==> src/rtl/fw_mbx_pkg.sv <==
package fw_mbx_pkg;

    localparam logic [7:0] DOORBELL_KEY = 8'h96;
    localparam logic [7:0] CMD_SLEEP    = 8'hB4;
    localparam logic [7:0] CMD_WAKE     = 8'hB5;
    localparam logic [7:0] ACK_CODE     = 8'hFA;

    // register offsets from the mailbox base index
    localparam int OFS_DOORBELL = 0;
    localparam int OFS_STATUS   = 2;
    localparam int OFS_CMD      = 3;

    typedef enum logic [1:0] {
        REQ_NONE  = 2'd0,
        REQ_SLEEP = 2'd1,
        REQ_WAKE  = 2'd2
    } req_e;

    typedef struct packed {
        logic       en;
        logic [7:0] ofs;
        logic [7:0] data;
    } host_wr_t;

    function automatic req_e decode_cmd(input logic [7:0] cmd);
        if (cmd == CMD_SLEEP)     return REQ_SLEEP;
        else if (cmd == CMD_WAKE) return REQ_WAKE;
        else                      return REQ_NONE;
    endfunction

endpackage

==> src/rtl/fw_mbx_decode.sv <==
module fw_mbx_decode
    import fw_mbx_pkg::*;
#(
    parameter int             IO_AW      = 16,
    parameter logic [IO_AW-1:0] INDEX_PORT = 16'h003E,
    parameter logic [IO_AW-1:0] DATA_PORT  = 16'h003F,
    parameter logic [7:0]     BASE       = 8'h80,
    parameter int             DEPTH      = 16
) (
    input  logic             clk,
    input  logic             rst,
    input  logic             io_wr,
    input  logic [IO_AW-1:0] io_addr,
    input  logic [7:0]       io_wdata,
    output logic [7:0]       index_q,
    output logic             sel_index,
    output logic             sel_data,
    output logic             in_range,
    output logic [7:0]       ofs,
    output host_wr_t         hw
);

    localparam logic [8:0] LIMIT = {1'b0, BASE} + 9'(DEPTH);

    assign sel_index = (io_addr == INDEX_PORT);
    assign sel_data  = (io_addr == DATA_PORT);
    assign in_range  = (index_q >= BASE) && ({1'b0, index_q} < LIMIT);
    assign ofs       = index_q - BASE;

    always_ff @(posedge clk) begin
        if (rst)                     index_q <= '0;
        else if (io_wr && sel_index) index_q <= io_wdata;
    end

    always_comb begin
        hw.en   = io_wr && sel_data && in_range;
        hw.ofs  = ofs;
        hw.data = io_wdata;
    end

    assert_index_load_R2: assert property (@(posedge clk) disable iff (rst)
        (io_wr && io_addr == INDEX_PORT) |=> (index_q == $past(io_wdata)));

endmodule

==> src/rtl/fw_mbx_regfile.sv <==
module fw_mbx_regfile
    import fw_mbx_pkg::*;
#(
    parameter int DEPTH = 16
) (
    input  logic       clk,
    input  logic       rst,
    input  host_wr_t   hw,
    input  logic       ack_we,
    input  logic [7:0] rd_ofs,
    output logic [7:0] rd_data,
    output logic [7:0] cmd_byte
);

    logic [DEPTH-1:0][7:0] mem;

    // host writes first; agent acknowledge overrides the status entry
    always_ff @(posedge clk) begin
        if (rst) begin
            mem <= '0;
        end else begin
            for (int i = 0; i < DEPTH; i++) begin
                if (hw.en && hw.ofs == 8'(i)) mem[i] <= hw.data;
            end
            if (ack_we) mem[OFS_STATUS] <= ACK_CODE;
        end
    end

    always_comb begin
        rd_data = '0;
        for (int i = 0; i < DEPTH; i++) begin
            if (rd_ofs == 8'(i)) rd_data = mem[i];
        end
    end

    assign cmd_byte = mem[OFS_CMD];

    assert_ack_written_R5: assert property (@(posedge clk) disable iff (rst)
        ack_we |=> (mem[OFS_STATUS] == ACK_CODE));

    assert_status_quiet_R7: assert property (@(posedge clk) disable iff (rst)
        (!ack_we && !(hw.en && hw.ofs == 8'(OFS_STATUS))) |=> $stable(mem[OFS_STATUS]));

endmodule

==> src/rtl/fw_mbx_agent.sv <==
module fw_mbx_agent
    import fw_mbx_pkg::*;
#(
    parameter int LATENCY = 1000
) (
    input  logic       clk,
    input  logic       rst,
    input  logic       enable,
    input  host_wr_t   hw,
    input  logic [7:0] cmd_byte,
    output logic       busy,
    output logic       sleep_state,
    output logic       ack_we
);

    localparam int CNTW = $clog2(LATENCY + 1);

    logic            busy_q;
    logic            sleep_q;
    logic [CNTW-1:0] cnt_q;
    req_e            req_q;
    logic            ring;
    logic            done;

    assign ring = enable && !busy_q && hw.en
               && hw.ofs == 8'(OFS_DOORBELL) && hw.data == DOORBELL_KEY;
    assign done = busy_q && (cnt_q == '0);

    always_ff @(posedge clk) begin
        if (rst) begin
            busy_q  <= 1'b0;
            sleep_q <= 1'b0;
            cnt_q   <= '0;
            req_q   <= REQ_NONE;
        end else if (ring) begin
            busy_q <= 1'b1;
            cnt_q  <= CNTW'(LATENCY - 1);
            req_q  <= decode_cmd(cmd_byte);
        end else if (done) begin
            busy_q <= 1'b0;
            if (req_q == REQ_SLEEP)     sleep_q <= 1'b1;
            else if (req_q == REQ_WAKE) sleep_q <= 1'b0;
        end else if (busy_q) begin
            cnt_q <= cnt_q - 1'b1;
        end
    end

    assign busy        = busy_q;
    assign sleep_state = sleep_q;
    assign ack_we      = done && (req_q != REQ_NONE);

    assert_busy_holds_R8: assert property (@(posedge clk) disable iff (rst)
        (busy_q && cnt_q != '0) |=> (busy_q && cnt_q == $past(cnt_q) - 1'b1));

    assert_sleep_moves_on_done_R6: assert property (@(posedge clk) disable iff (rst)
        !$stable(sleep_q) |-> $past(done));

endmodule

==> src/rtl/fw_sleep_mailbox.sv <==
module fw_sleep_mailbox
    import fw_mbx_pkg::*;
#(
    parameter int               IO_AW      = 16,
    parameter logic [IO_AW-1:0] INDEX_PORT = 16'h003E,
    parameter logic [IO_AW-1:0] DATA_PORT  = 16'h003F,
    parameter logic [7:0]       BASE       = 8'h80,
    parameter int               DEPTH      = 16,
    parameter int               LATENCY    = 1000
) (
    input  logic             clk,
    input  logic             rst,
    input  logic             agent_en,
    input  logic             io_wr,
    input  logic [IO_AW-1:0] io_addr,
    input  logic [7:0]       io_wdata,
    output logic [7:0]       io_rdata,
    output logic             agent_busy,
    output logic             sleep_state
);

    logic [7:0] index_q;
    logic       sel_index;
    logic       sel_data;
    logic       in_range;
    logic [7:0] ofs;
    host_wr_t   hw;
    logic [7:0] rd_data;
    logic [7:0] cmd_byte;
    logic       ack_we;

    fw_mbx_decode #(
        .IO_AW(IO_AW), .INDEX_PORT(INDEX_PORT), .DATA_PORT(DATA_PORT),
        .BASE(BASE), .DEPTH(DEPTH)
    ) u_decode (
        .clk(clk), .rst(rst), .io_wr(io_wr), .io_addr(io_addr),
        .io_wdata(io_wdata), .index_q(index_q), .sel_index(sel_index),
        .sel_data(sel_data), .in_range(in_range), .ofs(ofs), .hw(hw)
    );

    fw_mbx_regfile #(.DEPTH(DEPTH)) u_regs (
        .clk(clk), .rst(rst), .hw(hw), .ack_we(ack_we), .rd_ofs(ofs),
        .rd_data(rd_data), .cmd_byte(cmd_byte)
    );

    fw_mbx_agent #(.LATENCY(LATENCY)) u_agent (
        .clk(clk), .rst(rst), .enable(agent_en), .hw(hw),
        .cmd_byte(cmd_byte), .busy(agent_busy), .sleep_state(sleep_state),
        .ack_we(ack_we)
    );

    always_comb begin
        if (sel_index)                 io_rdata = index_q;
        else if (sel_data && in_range) io_rdata = rd_data;
        else                           io_rdata = '0;
    end

    assert_start_needs_doorbell_R4: assert property (@(posedge clk) disable iff (rst)
        $rose(agent_busy) |-> $past(io_wr && io_addr == DATA_PORT && agent_en));

endmodule

==> config.mk <==
export PLATFORM = sky130hd
export DESIGN_NAME = fw_sleep_mailbox
export DESIGN_NICKNAME = d
export VERILOG_FILES = /design/src/rtl/fw_mbx_pkg.sv /design/src/rtl/fw_mbx_decode.sv /design/src/rtl/fw_mbx_regfile.sv /design/src/rtl/fw_mbx_agent.sv /design/src/rtl/fw_sleep_mailbox.sv
export SDC_FILE = /design/constraint.sdc
export NUM_CORES = 1
export LEC_CHECK = 0
export BUFFER_PORTS_ARGS = -buffer_cell sky130_fd_sc_hd__buf_2
export CAP_MARGIN = 20
export CORE_ASPECT_RATIO = 1.75
export CORE_MARGIN = 5
export CORE_UTILIZATION = 31
export DETAILED_ROUTE_END_ITERATION = 12
export GPL_ROUTABILITY_DRIVEN = 0
export HOLD_SLACK_MARGIN = 0.15
export PLACE_DENSITY = 0.54
export SETUP_SLACK_MARGIN = 0.05
export SLEW_MARGIN = 30
export SYNTH_ARGS = -nofsm -noshare
export SYNTH_HDL_FRONTEND = slang
export SYNTH_SLANG_ARGS = --single-unit
==> constraint.sdc <==
create_clock -name clk -period 4.28 [get_ports clk]
set_clock_uncertainty 0.15 [all_clocks]
set_input_delay 1.284 -clock clk [delete_from_list [all_inputs] [get_ports clk]]
set_output_delay 1.284 -clock clk [all_outputs]
set_load 0.02 [all_outputs]
==> flow_summary_export.csv, run 1 <==
group,metric,value,unit
run_status,status,"finished, violations left",
run_status,violations,"negative setup slack",
die,rows,73,
final_layout,final_nets,860,
pwr,vdd.ir_drop.worst,0.000191,V
yosys,synthAdderAreaFrac,0.523,%
yosys,syn_nets,813,
final_layout,diodes,0,
die,die_area,26400,um^2
placed_design,portBuffers,37,
clock_network,clock_sinks,150,
detailed_routing,drt_pre_antenna_iters,5,
final_layout,final_cells,1142,
critical_path,cp-endpoint,"io_rdata[2]",
grt,grt_pass1_vias,6160,
detailed_routing,vias,6154,
critical_path,reg2reg_slack,1390,ps
pwr,power_density,351,nW/um^2
detailed_routing,drc_errors,0,
critical_path,path_common_cell,"buf_6",
die,start_util,31.6,%
yosys,ys_seq_area_share,41.8,%
timing,rsz0062_at_grt,"true",
yosys,async_flop_share,0,%
clock_network,cts_inserted_buffers,17,
grt,grt_overflow,0,
clock_network,cts_tree,"done",
yosys,yosys_warnings,0,
yosys,ys_types,62,
grt,grt_max_degree,65,
critical_path,start_kind,"input pin",
job,cap_violations,0,
timing,layout_min_cycle_time,4400,ps
critical_path,cp-startpoint,"io_addr[15]",
timing,relSlewSlack,51.4,%
detailed_routing,drt-wirelength-per-cell,21.5,um
critical_path,critPathMaxStageDelay,550,ps
yosys,synth_compound_area_share,15.1,%
yosys,synth-simple-area-share,21.7,%
yosys,synth_top_family_by_area,"simple AND/OR/NAND/NOR gates",
placed_design,hpwl,17800,um
timing,slew_violations,0,
critical_path,reg2reg_depth,10,
clock_network,h-tree-depth,4,
final_layout,finalInstanceArea,8630,um^2
grt,grt_use_total,18.5,%
final_layout,mostFrequentLayoutCells,"dfxtp_1 (148), mux2i_1 (81), o21ai_0 (73)",
critical_path,rr_startpoint,"u_decode.index_q[7]",
pwr,leakage,3.14,nW
timing,worst_slew_pin_slew,722,ps
final_layout,area_delta_synth_final,20.3,%
grt,antenna_found_initial,0,
yosys,netlist_instances,782,
critical_path,cp-end-kind,"primary output",
clock_network,cts_root_buf,"clkbuf_16",
clock_network,clk_latency,430,ps
clock_network,path_clk_slew,60,ps
critical_path,crit_required,2850,ps
critical_path,path_depth,8,
clock_network,holdBufCountCts,0,
critical_path,r2r-end,"u_regs.mem[123]",
yosys,synth_xor_area_share,0.854,%
die,die_y,211,um
detailed_routing,drt_wl_total,24500,um
timing,setup_slack,-118,ps
critical_path,cp_top_family,"simple AND/OR/NAND/NOR gates",
hold_path,min_path_type,"flop to flop",
yosys,syn_area,7180,um^2
yosys,synth-edff-count,0,
yosys,ys_seq_elements,150,
clock_network,cts_buffer_depth,2,
final_layout,layout_commonest_cell,"dfxtp_1",
timing,period_share,103,%
yosys,synthFlopType,"dfxtp_1",
detailed_routing,drt.antenna.violating_nets,0,
critical_path,cp_num_buf_inv,3,
yosys,avgSynthCellArea,9.18,um^2
critical_path,cp_cell_sequence,"buf_6 -> or4_4 -> nor4_4 -> nand2_4 -> buf_6 -> a21oi_2 -> a22o_1 -> buf_6",
placed_design,place_inst,1109,
die,fp.coreArea,22700,um^2
critical_path,critical_path_class,"input pin to primary output",
placed_design,place_ws,-210,ps
detailed_routing,first_iter_violations,379,
final_layout,layout-drive-gt1-share,20.3,%
die,die_w,125,um
timing,finalSetupViolations,8,
timing,hold_violations,0,
die,ios,38,
timing,fmax,227,MHz
detailed_routing,via_per_inst,5.39,
yosys,muxShareOfSynthArea,16.0,%
placed_design,dpl-instance-area,7940,um^2
critical_path,cp.arrival,2960,ps
grt,grt_pass1_wl,37600,um
critical_path,crit_path_max_fanout,8,
critical_path,crit_slowest_cell,"or4_4",
area by class of cell:
| type | instances | area [um^2] |
|---|---|---|
| timing repair buffer | 90 | 649 |
| multi-input combinational | 561 | 3970 |
| clock buffer | 20 | 447 |
| clock inverter | 12 | 150 |
| sequential | 150 | 3010 |
| inverter | 9 | 33.8 |
| fill | 2293 | 14100 |
| tap | 300 | 375 |
state kept, by name (all words and copies together), names as in the netlist:
signal               cells
u_agent.req_q            2
u_agent.sleep_state      1
u_agent.cnt_q           10
u_agent.busy             1
u_decode.index_q         8
u_regs.mem             120
u_regs.cmd_byte          8
metal layers:
metal	vias up	track usage, %	wire (um)
li1	2917	-	-
met1	2987	19.6	9020
met5	-	0	0
met3	76	2.30	807
met4	0	13.1	1700
met2	174	33.8	13000
cell usage after synthesis, types with 3 or more instances:
cell | instances | area share (%)
dfxtp_1 | 150 | 42
mux2i_1 | 81 | 11
o21ai_0 | 74 | 5.2
nor2_1 | 71 | 3.7
a21oi_1 | 56 | 3.9
clkbuf_1 | 48 | 2.5
nand3b_1 | 43 | 4.5
nand2_1 | 40 | 2.1
nand2b_1 | 28 | 2.4
nand3_1 | 19 | 1.3
mux4_2 | 12 | 3.8
a22oi_1 | 10 | 1.0
buf_2 | 9 | 0.63
and2_1 | 8 | 0.70
inv_1 | 8 | 0.42
nor3_1 | 8 | 0.56
a22o_1 | 7 | 0.85
a31oi_1 | 7 | 0.61
mux2_2 | 6 | 0.94
nor2b_1 | 5 | 0.44
o22ai_1 | 5 | 0.44
o31ai_1 | 5 | 0.52
xnor2_1 | 5 | 0.61
buf_1 | 4 | 0.21
nor3_4 | 4 | 0.91
nor3b_1 | 4 | 0.42
nor4_1 | 4 | 0.35
or4bb_1 | 4 | 0.63
a211oi_1 | 3 | 0.31
ha_1 | 3 | 0.52
nand2_2 | 3 | 0.26
nand4_1 | 3 | 0.26
o2111ai_1 | 3 | 0.37
or3_1 | 3 | 0.26
tightest hold or removal path: stages (launching register included):
cell and delay [ps]:
dfxtp_1 300, o21ai_0 60, a21oi_1 60
timing repair:
item                       CTS  global route
setup endpoints to repair    8             8
resized for setup           26             1
pin swaps                    9             1
buffers inserted             1             0
through the flow:
stage | TNS (ps) | util (%) | hold WS, ps | total power (W)
2_1_floorplan | -36.1 | - | 295 | 0.00147
3_3_place_gp | -833 | 34.9 | 306 | 0.00152
3_5_place_dp | -1270 | 34.9 | 313 | 0.00152
4_1_cts | -813 | 38.0 | 321 | 0.00305
5_1_grt | -1270 | 38.0 | 340 | 0.00311
6_report | -724 | 38.0 | 321 | 0.00303
cell families after synthesis:
kind of cell | after synthesis
and+or+nand+nor | 267
muxes | 99
AOI/OAI and AO/OA | 185
buffers and inverters | 71
DFF | 150
adders and majority gates | 3
xor gates and xnor gates | 7
power by group:
group / internal (W) / leakage [nW] / switching, W
Sequential: 0.00140 / 1.21 / 0.00000000195
Combinational: 0.0000280 / 1.64 / 0.0000664
Clock: 0.000932 / 0.287 / 0.000611
Total: 0.00236 / 3.14 / 0.000678
worst min path at each step:
stage	slack, ps	end	from	cells after the start
6_report	320	u_regs.mem[83]	u_regs.mem[83]	2
3_3_place_gp	310	u_regs.mem[118]	u_regs.mem[118]	2
4_1_cts	320	u_regs.mem[83]	u_regs.mem[83]	2
5_1_grt	340	u_regs.mem[113]	u_regs.mem[113]	2
3_5_place_dp	310	u_regs.mem[83]	u_regs.mem[83]	2
2_1_floorplan	290	u_regs.mem[48]	u_regs.mem[48]	2
Power figures use the tool's default switching activity.
==> inputs of run 2 (changes only) <==
GPL_TIMING_DRIVEN = 0   (was not set)
SLEW_MARGIN = not set   (was 30)
==> run 2 against run 1 <==
- non-clock buffer count is 11 higher
- clock-buffer cell count grew 1
- the run still ends with negative setup slack left
- maximum frequency decreased by 0.78%
- global-route usage up 0.69 points
- critical path depth is the same
- cell area unchanged
- utilization is the same
- sequential cell count stayed put
- critical path type unchanged
- final cell count rose by 0.79%
- worst setup slack worse by 34 ps
==> flow_summary_export.csv, run 2 (same netlist as run 1, synthesis figures left out) <==
group,metric,value,unit
hold_path,min_path_type,"flop to flop",
placed_design,dpl-instance-area,7820,um^2
die,start_util,31.6,%
detailed_routing,vias,6230,
pwr,leakage,3.08,nW
pwr,power_density,346,nW/um^2
final_layout,area_delta_synth_final,20.3,%
die,die_y,211,um
timing,hold_violations,0,
detailed_routing,first_iter_violations,469,
critical_path,crit_required,2850,ps
job,cap_violations,0,
run_status,violations,"negative setup slack",
clock_network,cts_buffer_depth,2,
timing,rsz0062_at_grt,"true",
die,rows,73,
detailed_routing,drt_pre_antenna_iters,5,
clock_network,h-tree-depth,4,
die,die_area,26400,um^2
die,die_w,125,um
critical_path,critical_path_class,"input pin to primary output",
final_layout,top_register,"u_regs.mem",
grt,grt_overflow,0,
timing,finalSetupViolations,8,
timing,holdWs,325,ps
grt,grt_max_degree,17,
pwr,vdd.ir_drop.worst,0.000248,V
detailed_routing,drt.antenna.violating_nets,0,
timing,period_share,104,%
timing,worst_slew_pin_slew,862,ps
detailed_routing,drt_wl_total,25500,um
detailed_routing,via_per_inst,5.41,
grt,grt_pass1_wl,38500,um
clock_network,cts_tree,"done",
critical_path,cp-startpoint,"io_addr[11]",
final_layout,layout-drive-gt1-share,17.5,%
final_layout,diodes,0,
critical_path,cp-endpoint,"io_rdata[6]",
final_layout,mostFrequentLayoutCells,"dfxtp_1 (148), mux2i_1 (81), o21ai_0 (73)",
clock_network,path_clk_slew,60,ps
clock_network,clock_sinks,150,
critical_path,start_kind,"input pin",
critical_path,rr_startpoint,"u_decode.index_q[4]",
timing,setup_slack,-153,ps
timing,fmax,226,MHz
critical_path,crit_path_max_fanout,5,
clock_network,clk_latency,440,ps
clock_network,cts_root_buf,"clkbuf_16",
grt,grt_use_total,19.2,%
final_layout,largestRegisters,"u_regs.mem: 120 flops, u_agent.cnt_q: 10 flops",
timing,layout_min_cycle_time,4430,ps
final_layout,largest_register_ffs,120,
final_layout,layout_commonest_cell,"dfxtp_1",
clock_network,holdBufCountCts,0,
detailed_routing,drt-wirelength-per-cell,22.2,um
placed_design,hpwl,19200,um
critical_path,r2r-end,"u_agent.req_q[0]",
timing,relSlewSlack,42.5,%
die,ios,38,
timing,slew_violations,0,
die,fp.coreArea,22700,um^2
clock_network,cts_inserted_buffers,17,
run_status,status,"finished, violations left",
placed_design,portBuffers,37,
detailed_routing,drc_errors,0,
grt,grt_pass1_vias,6166,
critical_path,reg2reg_slack,1360,ps
critical_path,reg2reg_depth,7,
critical_path,cp.arrival,3000,ps
grt,antenna_found_initial,0,
final_layout,finalInstanceArea,8630,um^2
final_layout,final_nets,872,
critical_path,cp-end-kind,"primary output",
## run 2: cell types whose count changed in the layout (fill, tap and decap cells not counted), sizes merged
cell,previous run,this run
buf,90,55
bufinv,3,2
clkbuf,20,67
clkinv,5,4
inv,10,8
nand2,44,45
## run 2: cell type report
class | instances | area [um^2]
buffer | 59 | 275
clock buffer | 21 | 470
clock inverter | 8 | 101
fill | 2316 | 14100
inverter | 9 | 33.8
multi-input combinational | 562 | 4070
sequential | 150 | 3010
tap | 300 | 375
timing repair buffer | 42 | 305
## run 2: critical path: stages
cell,delay (ps)
buf_6,90
or4b_4,530
nor4_4,270
buf_6,180
nand2_8,80
a311oi_2,250
a21o_1,180
buf_6,130
## run 2: repair_timing
action,4_1_cts,5_1_grt
gates resized for setup,45,16
endpoints found under the setup margin,8,8
cloned,1,0
pin swaps,7,9
setup buffers,5,0
## run 2: metal layers
layer | wire, um | GRT usage, % | vias up
met5 | 0 | 0 | -
met4 | 1460 | 11.0 | 0
met3 | 1020 | 2.88 | 68
met2 | 13600 | 35.8 | 244
met1 | 9390 | 20.4 | 2984
li1 | - | - | 2934
## run 2: worst min path at each step
stage / start / end / slack (ps) / cells after the start
after floorplan: u_regs.mem[48] / u_regs.mem[48] / 290 / 2
after global placement: u_regs.mem[52] / u_regs.mem[52] / 310 / 2
after detailed placement: u_regs.mem[50] / u_regs.mem[50] / 320 / 2
after CTS: u_regs.mem[50] / u_regs.mem[50] / 320 / 2
after global routing: u_regs.mem[55] / u_regs.mem[55] / 350 / 2
final: u_regs.mem[50] / u_regs.mem[50] / 330 / 2
## run 2: stage by stage
step	total power (W)	utilization (%)	TNS, ps	std cells	setup slack (ps)
3_3_place_gp	0.00153	34.4	-3550	1119	-493
2_1_floorplan	0.00147	-	-36.1	782	-24.1
6_report	0.00298	38.0	-933	1151	-153
3_5_place_dp	0.00153	34.4	-3690	1119	-510
4_1_cts	0.00300	37.7	-1150	1151	-175
5_1_grt	0.00307	38.0	-1120	1151	-182
## run 2: power breakdown
group / switching, W / leakage (nW) / total [W] / internal (W)
Sequential: 0.00000000181 / 1.21 / 0.00140 / 0.00140
Clock: 0.000596 / 0.273 / 0.00149 / 0.000893
Combinational: 0.0000709 / 1.60 / 0.000100 / 0.0000293
==> inputs of run 3 (changes only) <==
CORE_UTILIZATION = 40   (was 31)
PLACE_DENSITY = 0.64   (was 0.54)
==> run 3 against run 2 <==
- the run still ends with negative setup slack left
- clock power about the same
- sequential share of layout area increased by 0.55 points
- utilization increased by 10 points
- die area decreased by 21%
- register-to-register slack improved by 50 ps
- critical path depth unchanged
- total power decreased by 0.71%
- sequential power about the same
- hold slack got worse by 2.0 ps
- non-clock buffer count unchanged
- routed wire length decreased by 5.2%
- via count increased by 1.8%
- critical endpoint is now io_rdata[4]
- largest cell class unchanged
==> flow_summary_export.csv, run 3 (same netlist as run 1, synthesis figures left out) <==
group,metric,value,unit
detailed_routing,drt_wl_total,24200,um
pwr,leakage,3.06,nW
final_layout,layout-drive-gt1-share,17.1,%
timing,relSlewSlack,44.7,%
final_layout,multi_input_area,4020,um^2
final_layout,largestRegisters,"u_regs.mem: 120 flops, u_agent.cnt_q: 10 flops",
clock_network,cts_tree,"done",
placed_design,hpwl,17900,um
die,rows,64,
hold_path,hold_depth,2,
pwr,power_frac_comb,3.3,%
critical_path,cp.arrival,3020,ps
detailed_routing,drt_pre_antenna_iters,5,
critical_path,cp-endpoint,"io_rdata[4]",
detailed_routing,drc_errors,0,
timing,layout_min_cycle_time,4450,ps
final_layout,finalInstanceArea,8490,um^2
placed_design,dpl-instance-area,7730,um^2
detailed_routing,drt-wirelength-per-cell,22.3,um
clock_network,clock_sinks,150,
die,ios,38,
timing,finalSetupViolations,8,
critical_path,critical_path_class,"input pin to primary output",
critical_path,cp-startpoint,"io_addr[11]",
die,fp.coreArea,17500,um^2
grt,grt_pass1_wl,37800,um
final_layout,final_nets,872,
hold_path,min_path_type,"flop to flop",
detailed_routing,vias,6342,
final_layout,top_register,"u_regs.mem",
final_layout,largest_register_ffs,120,
detailed_routing,via_per_inst,5.85,
grt,grt_pass1_vias,6245,
grt,grt_overflow,0,
timing,hold_violations,0,
clock_network,cts_buffer_depth,2,
critical_path,reg2reg_depth,7,
clock_network,clk_latency,420,ps
grt,grt_max_degree,17,
run_status,violations,"negative setup slack",
critical_path,start_kind,"input pin",
die,start_util,40.9,%
placed_design,portBuffers,37,
grt,grt_use_total,23.4,%
pwr,p_sw_share,24.4,%
timing,rsz0062_at_grt,"true",
timing,setup_slack,-169,ps
pwr,power_frac_seq,47.1,%
final_layout,diodes,0,
detailed_routing,first_iter_violations,546,
placed_design,place_ws,-476,ps
clock_network,h-tree-depth,4,
clock_network,path_clk_slew,60,ps
final_layout,final_util,48.4,%
die,die_y,187,um
pwr,switchingPower,0.000723,W
detailed_routing,drt.antenna.violating_nets,0,
timing,worst_slew_pin_slew,830,ps
critical_path,reg2reg_slack,1410,ps
critical_path,cp-end-kind,"primary output",
critical_path,crit_path_max_fanout,8,
clock_network,cts_inserted_buffers,17,
job,cap_violations,0,
die,die_area,20800,um^2
critical_path,crit_required,2850,ps
final_layout,area_delta_synth_final,18.4,%
timing,slew_violations,0,
timing,period_share,104,%
clock_network,holdBufCountCts,0,
final_layout,layout_commonest_cell,"dfxtp_1",
clock_network,cts_root_buf,"clkbuf_16",
pwr,total_power,0.00296,W
pwr,vdd.ir_drop.worst,0.000233,V
run_status,status,"finished, violations left",
grt,antenna_found_initial,0,
final_layout,mostFrequentLayoutCells,"dfxtp_1 (148), mux2i_1 (81), o21ai_0 (73)",
pwr,pwr-share-clk,49.6,%
pwr,power_density,349,nW/um^2
final_layout,seq_area,3010,um^2
timing,fmax,225,MHz
critical_path,rr_startpoint,"u_decode.index_q[7]",
pwr,intPower,0.00224,W
final_layout,fill_cells,1627,
die,die_w,111,um
critical_path,r2r-end,"u_regs.mem[121]",
run 3: cell types whose count changed in the layout (fill, tap and decap cells not counted), sizes merged:
cell / before / now
inv: 8 / 16
clkbuf: 67 / 62
bufinv: 2 / 1
buf: 55 / 56
run 3: metal layers:
layer | vias up | global-route usage (%) | part of all wire (%)
met2 | 252 | 39.9 | 50
met1 | 3044 | 26.0 | 37
li1 | 2946 | - | -
met5 | - | 0 | 0
met3 | 100 | 4.50 | 5.1
met4 | 0 | 16.3 | 7.5
run 3: stage by stage:
stage          hold WS (ps)  cells  TNS [ps]
6_report                323   1085     -1190
3_5_place_dp            317   1050     -3190
4_1_cts                 325   1085     -1130
2_1_floorplan           295    782     -36.1
5_1_grt                 345   1085     -1590
3_3_place_gp            307   1050     -3160
run 3: area by class of cell:
cell class	count	share of cell area, %
buffer	59	3.11
inverter	9	0.398
sequential	150	35.4
clock inverter	15	1.68
tap	231	3.40
multi-input combinational	562	47.3
timing repair buffer	42	3.70
clock buffer	17	5.01
run 3: power groups by stage:
stage                     Combinational, W  Clock (W)  Sequential, W
after CTS                        0.0000977    0.00148        0.00140
after global routing              0.000104    0.00155        0.00139
final                            0.0000991    0.00147        0.00140
after floorplan                  0.0000453          0        0.00143
after detailed placement         0.0000967          0        0.00143
after global placement           0.0000960          0        0.00143
run 3: worst min path at each step:
stage / endpoint / slack (ps) / startpoint
floorplan: u_regs.mem[48] / 290 / u_regs.mem[48]
global placement: u_regs.mem[48] / 310 / u_regs.mem[48]
detailed placement: u_regs.mem[48] / 320 / u_regs.mem[48]
CTS: u_regs.mem[48] / 330 / u_regs.mem[48]
global route: u_regs.mem[48] / 340 / u_regs.mem[48]
finish: u_regs.mem[48] / 320 / u_regs.mem[48]
run 3: what timing repair did:
action                                  in CTS  in global routing
pin swaps                                    9                  4
endpoints found under the setup margin       8                  8
endpoints found under the hold margin        0                  0
resized for setup                           41                  6
gates cloned                                 1                  0
buffers inserted                             5                  0
run 3: critical path, cell delays in order:
cell and delay (ps):
buf_6 90, or4b_4 540, nor4_4 280, buf_6 180, nor2b_1 130, buf_4 170, a22o_1 200, buf_6 130
